<file path="src/rtl/bus_mismatch_logger.sv">
module bus_mismatch_logger #(
  parameter int W     = 16,
  parameter int TSW   = 32,
  parameter int DEPTH = 8,
  parameter int OVW   = 8
) (
  input  logic           clk,
  input  logic           rst_n,
  input  logic           bus_valid,
  input  logic [W-1:0]   bus_a,
  input  logic [W-1:0]   bus_b,
  input  logic [W-1:0]   bus_c,
  input  logic           clear,
  input  logic           rd_shift,
  output logic           rd_bit,
  output logic           rec_valid,
  output logic           full,
  output logic [OVW-1:0] ovf_count
);
  localparam int RW = TSW + 3*W;
  localparam int CW = $clog2(DEPTH + 1);
  localparam int BW = $clog2(RW);
  localparam logic [OVW-1:0] OVF_MAX = '1;

  logic [RW-1:0]  store_q [DEPTH];
  logic [CW-1:0]  cnt_q;
  logic [BW-1:0]  bptr_q;
  logic [TSW-1:0] ts_q;
  logic [OVW-1:0] ovf_q;

  logic          mismatch, pop, accept, last_bit;
  logic [CW-1:0] wr_idx;
  logic [RW-1:0] snap;

  assign mismatch  = bus_valid && ((bus_a != bus_b) || (bus_b != bus_c));
  assign rec_valid = (cnt_q != '0);
  assign full      = (cnt_q == CW'(DEPTH));
  assign last_bit  = (bptr_q == BW'(RW - 1));
  assign pop       = rd_shift && rec_valid && last_bit;
  assign accept    = mismatch && (!full || pop);
  assign wr_idx    = pop ? cnt_q - 1'b1 : cnt_q;
  assign snap      = {ts_q, bus_a, bus_b, bus_c};
  assign rd_bit    = rec_valid && store_q[0][BW'(RW - 1) - bptr_q];
  assign ovf_count = ovf_q;

  always_ff @(posedge clk or negedge rst_n) begin
    if (!rst_n) begin
      ts_q   <= '0;
      cnt_q  <= '0;
      bptr_q <= '0;
      ovf_q  <= '0;
      for (int i = 0; i < DEPTH; i++) store_q[i] <= '0;
    end else begin
      ts_q <= ts_q + 1'b1;
      if (clear) begin
        cnt_q  <= '0;
        bptr_q <= '0;
        ovf_q  <= '0;
      end else begin
        if (rd_shift && rec_valid)
          bptr_q <= last_bit ? '0 : bptr_q + 1'b1;
        if (pop)
          for (int i = 0; i < DEPTH - 1; i++) store_q[i] <= store_q[i+1];
        if (accept)
          store_q[wr_idx[$clog2(DEPTH)-1:0]] <= snap;
        cnt_q <= cnt_q + CW'(accept) - CW'(pop);
        if (mismatch && !accept && ovf_q != OVF_MAX)
          ovf_q <= ovf_q + 1'b1;
      end
    end
  end
endmodule


</file>
<file path="config.mk">
export PLATFORM = sky130hd
export DESIGN_NAME = bus_mismatch_logger
export DESIGN_NICKNAME = d
export VERILOG_FILES = /design/src/rtl/bus_mismatch_logger.sv
export SDC_FILE = /design/constraint.sdc
export NUM_CORES = 2
export LEC_CHECK = 0
export BUFFER_PORTS_ARGS = -buffer_cell sky130_fd_sc_hd__buf_2
export CORE_ASPECT_RATIO = 0.8
export CORE_MARGIN = 1.5
export CORE_UTILIZATION = 30
export CTS_CLUSTER_SIZE = 40
export DETAILED_ROUTE_END_ITERATION = 12
export GPL_TIMING_DRIVEN = 0
export PLACE_DENSITY = 0.42
export SYNTH_ARGS = -nofsm -noshare
export SYNTH_HDL_FRONTEND = slang
export SYNTH_SLANG_ARGS = --single-unit
</file>
<file path="constraint.sdc">
create_clock -name clk -period 3.48 [get_ports clk]
set_input_delay 0.696 -clock clk [delete_from_list [all_inputs] [get_ports clk]]
set_output_delay 0.696 -clock clk [all_outputs]
set_load 0.03 [all_outputs]
</file>
* Word level (Yosys, flattened, before mapping) *
Index checks and enable logic that the tools add are counted.

storage, ports and cells
  word-level logic and storage cells = 60
  register bits after elaboration = 691
  bits of input ports = 53

operators by class
  bitwise operators = 2
  reductions and logical operators = 16
  muxes and demuxes = 15
  $add $sub $neg = 7
  equal/unequal tests = 5
  order comparisons = 3

operators by type and width
  kind                                                                          count
  560-bit two-way mux                                                           2
  640-bit bitwise mux                                                           1
  640-bit two-way mux                                                           1
  80-bit demux with 3-bit select                                                1
  80-bit two-way mux                                                            1
  32-bit by 1-bit adder with 32-bit output, second input constant               1
  16-bit != test                                                                2
  7-bit two-way mux                                                             3
  8-bit two-way mux                                                             2
  8-bit by 1-bit adder with 8-bit output, second input constant                 1
  1-bit logical AND                                                             8
  7-bit by 8-bit less-than comparator with 1-bit output, second input constant  1
  8-bit != test, second input constant                                          1
  7-bit by 1-bit adder with 7-bit output, second input constant                 1
  1-bit binary-select mux with 7-bit select                                     1
  7-bit == test, second input constant                                          1
  7-bit subtractor, first input constant                                        1
  4-bit by 1-bit adder with 4-bit output                                        1
  4-bit == test, second input constant                                          1
  4-bit >= comparator, second input constant                                    1
  4-bit by 1-bit less-than comparator with 1-bit output, second input constant  1
  4-bit two-way mux                                                             1
  3-bit inverter with 4-bit output                                              1
  2-bit nonzero test                                                            2
  other kinds (9)                                                               11

* Depth between registers and ports, before layout *
  depth in word-level cells = 11
  depth in mapped cells = 14
  depth with buffers taken out = 11

* Least setup slack after synthesis *
No wires, ideal clock.

  kind = input to register
  start = input port bus_b[3]
  end = register cnt_q[2]
  path slack = 133 ps
  path buffers = 3
  arrival = 3215 ps
  stages on the path = 14
  setup time = 132 ps
  cell sequence = nor3_1 o22ai_1 or4_1 buf_4 o21ai_4 buf_2 buf_2 nand2_1 o21ai_0 ha_1 inv_1 fa_1 xor2_1 nor2_1

between the ends
  longest elaborated chain between the ends = 7
  elaborated cells on any way between the ends = 8

RTL lines
  what                                           line  RTL
  start, declared                                11    input logic [W-1:0] bus_b,
  16-bit != test                                 35    assign mismatch = bus_valid && ((bus_a != bus_b) || (bus_b != bus_c));
  1-bit logical OR *                             35
  1-bit logical AND *                            35
  1-bit logical AND *                            40    assign accept = mismatch && (!full || pop);
  4-bit by 1-bit adder with 4-bit output *       66    cnt_q <= cnt_q + CW'(accept) - CW'(pop);
  4-bit by 1-bit subtractor with 4-bit output *  66
  4-bit two-way mux *                            55    if (clear) begin
  end signal, assigned                           66
  end, declared                                  26    logic [CW-1:0] cnt_q;

Mark *: on every way between the ends. The rest lies on a longest branch, timed or not.
A chain may end at the register's enable or synchronous reset.

* Worst setup path after layout *
  start = register bptr_q[0]
  end = output port rd_bit

between the ends
  longest elaborated chain between the ends = 4

RTL lines
  what                                       line  RTL
  start, declared                            27    logic [BW-1:0] bptr_q;
  start signal, assigned                     61    bptr_q <= last_bit ? '0 : bptr_q + 1'b1;
  7-bit subtractor                           43    assign rd_bit = rec_valid && store_q[0][BW'(RW - 1) - bptr_q];
  1-bit binary-select mux with 7-bit select  43
  1-bit two-way mux (not written as such)    43
  1-bit logical AND                          43
  end, declared                              15    output logic rd_bit,

Every way passes these cells. The select of a mux whose other input is x is not followed.

==> reports/metrics.cfg <==
[synth]
avgSynthCellArea_um2=10.30
synthTopCellsByArea=dfrtp_1 (49%), o221a_2 (6.1%), nand2_1 (4.9%), o211ai_1 (4.3%), nor2_1 (3.9%)
ys_ff_latch=691
yosysTopAreaCell=dfrtp_1
ys_top_cells_by_count=dfrtp_1 (691), nand2_1 (455), nor2_1 (363), clkbuf_1 (226), o211ai_1 (201)
netlist_area_mm2=0.03510
synth.net_count=3471
yosysMostFrequentCell=dfrtp_1
synth_cell_type_count=68
synth_top_area_share_pct=49.27
synthCells=3406
synth-main-ff-cell=dfrtp_1
ys_seq_area_share_pct=49.27
async_reset_ff_share_pct=100.0
synth_edf_count=0
yosysWarnings=0

[routing]
viasPerCell=5.656
drc=0
firstDrtPassIters=5
wire_per_inst_um=28.64
drt_wl_total_um=148600
drtIter0Drc=2993
vias=29340
final_antenna_net_count=0

[critical_path]
worstPathRequired_ns=2.78
cp.arrival_ns=3.30
r2r_setup_slack_ns=0.03
worstRegToRegCells=11
worstReg2RegEnd=store_q[205]
crit_path_max_fanout=5
cp-startpoint=bptr_q[0]
cp-start-kind=register
path_class=reg2out
cp-end-kind=output pin
r2r-start=cnt_q[0]

[layout]
final_area_mm2=0.04096
syn2layout_area_growth_pct=16.71
fin_util_pct=35.22
final_nets=3646
stdcell_count=5188
drive_gt1_share_pct=21.86

[die]
die_area_mm2=0.1191
start_util_pct=30.17
die_height_um=308.9
std_cell_rows=112
top_level_ports=64
die_w_um=385.4
fp.coreArea_mm2=0.1163

[min_path]
hold_class=in2reg
hp-start=bus_b[0]
hold_depth=2

[global_route]
overflow=0
grt_pass1_vias=29000
grt_max_degree=108
grt_usage_pct=24.96
grt_pass1_wl_um=215700
antenna_found_initial=11

[timing]
skew_ns=0.03730
max_freq_mhz=250.5
hold_viol=0
grt_setup_unrepaired=true
worstMarginPinSlew_ns=0.9857
fin_tns_setup_ns=-0.5128
finalMaxSlewViolations=0
min_period_ns=3.993
fin_ws_ns=-0.5128
whs_ns=0.3447
setup_viol=1
slew_headroom_pct=34.06
fin_crit_sh_pct=114.7

[place]
port_buffers=62
place_congestion=0.8531
hpwlAfterDp_um=107800
post_dp_cell_area_mm2=0.03774
dp.cells=5024
pre_cts_ws_ns=-1.871

[clocking]
cts-buffers-inserted=81
clkTransAtPathRegs_ns=0.06
cts_tree=done
cts_root_buf=clkbuf_16
htreeDepth=3
cts.sinks=691
clkLatencyLatePin_ns=0.69
cts_buffer_depth=3

[status]
violations=negative setup slack
status=finished with violations

[power_and_ir_drop]
leakagePower_nw=17.52
finalPower_mw=28.45
powerDensity_mw_per_mm2=694.7
irDropWorstVdd_v=0.0003254

[job]
maxCapViolCount=0

==> area by class of cell <==
class | instances | area (µm²)
well taps | 1539 | 1926
clock buffers | 124 | 2410
inverters | 100 | 375.4
diodes | 7 | 17.52
multi-input cells | 2282 | 16020
clock inverters | 20 | 244.0
plain buffers | 325 | 1749
repair buffers | 100 | 928.4
flip-flops and latches | 691 | 17290
fillers | 11880 | 75350
==> layout by cell type, fill, tap and decap left out, drive strengths merged, types with 30 or more instances in the layout <==
master / Yosys / final
a221o: 80 / 80
mux2: 81 / 81
nand4b: 30 / 30
or2: 82 / 82
buf: 105 / 205
o221ai: 80 / 80
o21ai: 91 / 91
inv: 100 / 102
nor2: 363 / 363
a22o: 80 / 80
clkbuf: 228 / 343
o211ai: 202 / 202
xnor2: 45 / 45
o221a: 240 / 240
nand3: 142 / 142
dfrtp: 691 / 691
nand2: 455 / 455
a32oi: 54 / 54
nand2b: 77 / 77
==> critical path: stages, from the launching register on <==
cell,delay (ns)
dfrtp_1,0.36
buf_6,0.17
buf_12,0.16
mux4_2,0.55
mux4_2,0.51
mux2i_4,0.21
nor3_2,0.06
o31a_4,0.43
buf_6,0.16
==> kinds of logic after synthesis <==
group	count (synthesis)	share of synthesized area, %
buffers and inverters	433	5.533
flip-flops	691	49.27
AND/OR/NAND/NOR	1234	15.97
adder cells (fa/ha/maj)	12	0.4492
XOR/XNOR	53	1.323
AO/OA/AOI/OAI	871	22.22
multiplexers	112	5.241
==> report_power, final <==
part,switching (mW),internal [mW]
Sequential,1.99,10.6
Combinational,3.63,3.38
Clock,3.73,5.13
Total,9.35,19.1
==> timing repair <==
item                       in CTS  in global routing
hold buffers                    1                  0
pin swaps                       8                  4
resized for setup             104                 54
gates cloned                    1                  0
setup endpoints to repair     577                426
hold endpoints to repair       41                  0
buffers inserted               12                  7
==> worst max-delay path by stage <==
stage	to	slack (ns)	cells after the start
after floorplan	cnt_q[2]	0.13	14
after global placement	store_q[322]	-14.67	1
after detailed placement	store_q[243]	-1.87	8
after CTS	rd_bit	-0.55	8
after global routing	rd_bit	-0.57	8
final	rd_bit	-0.51	8
==> routing by layer <==
layer	vias to the layer above	global-route usage (%)	wire (µm)
li1	12970	-	-
met1	15320	38.94	74520
met2	895	35.07	61340
met3	158	4.802	9752
met4	2	5.454	2962
met5	-	0	13
(Power assumes the default switching activity.)
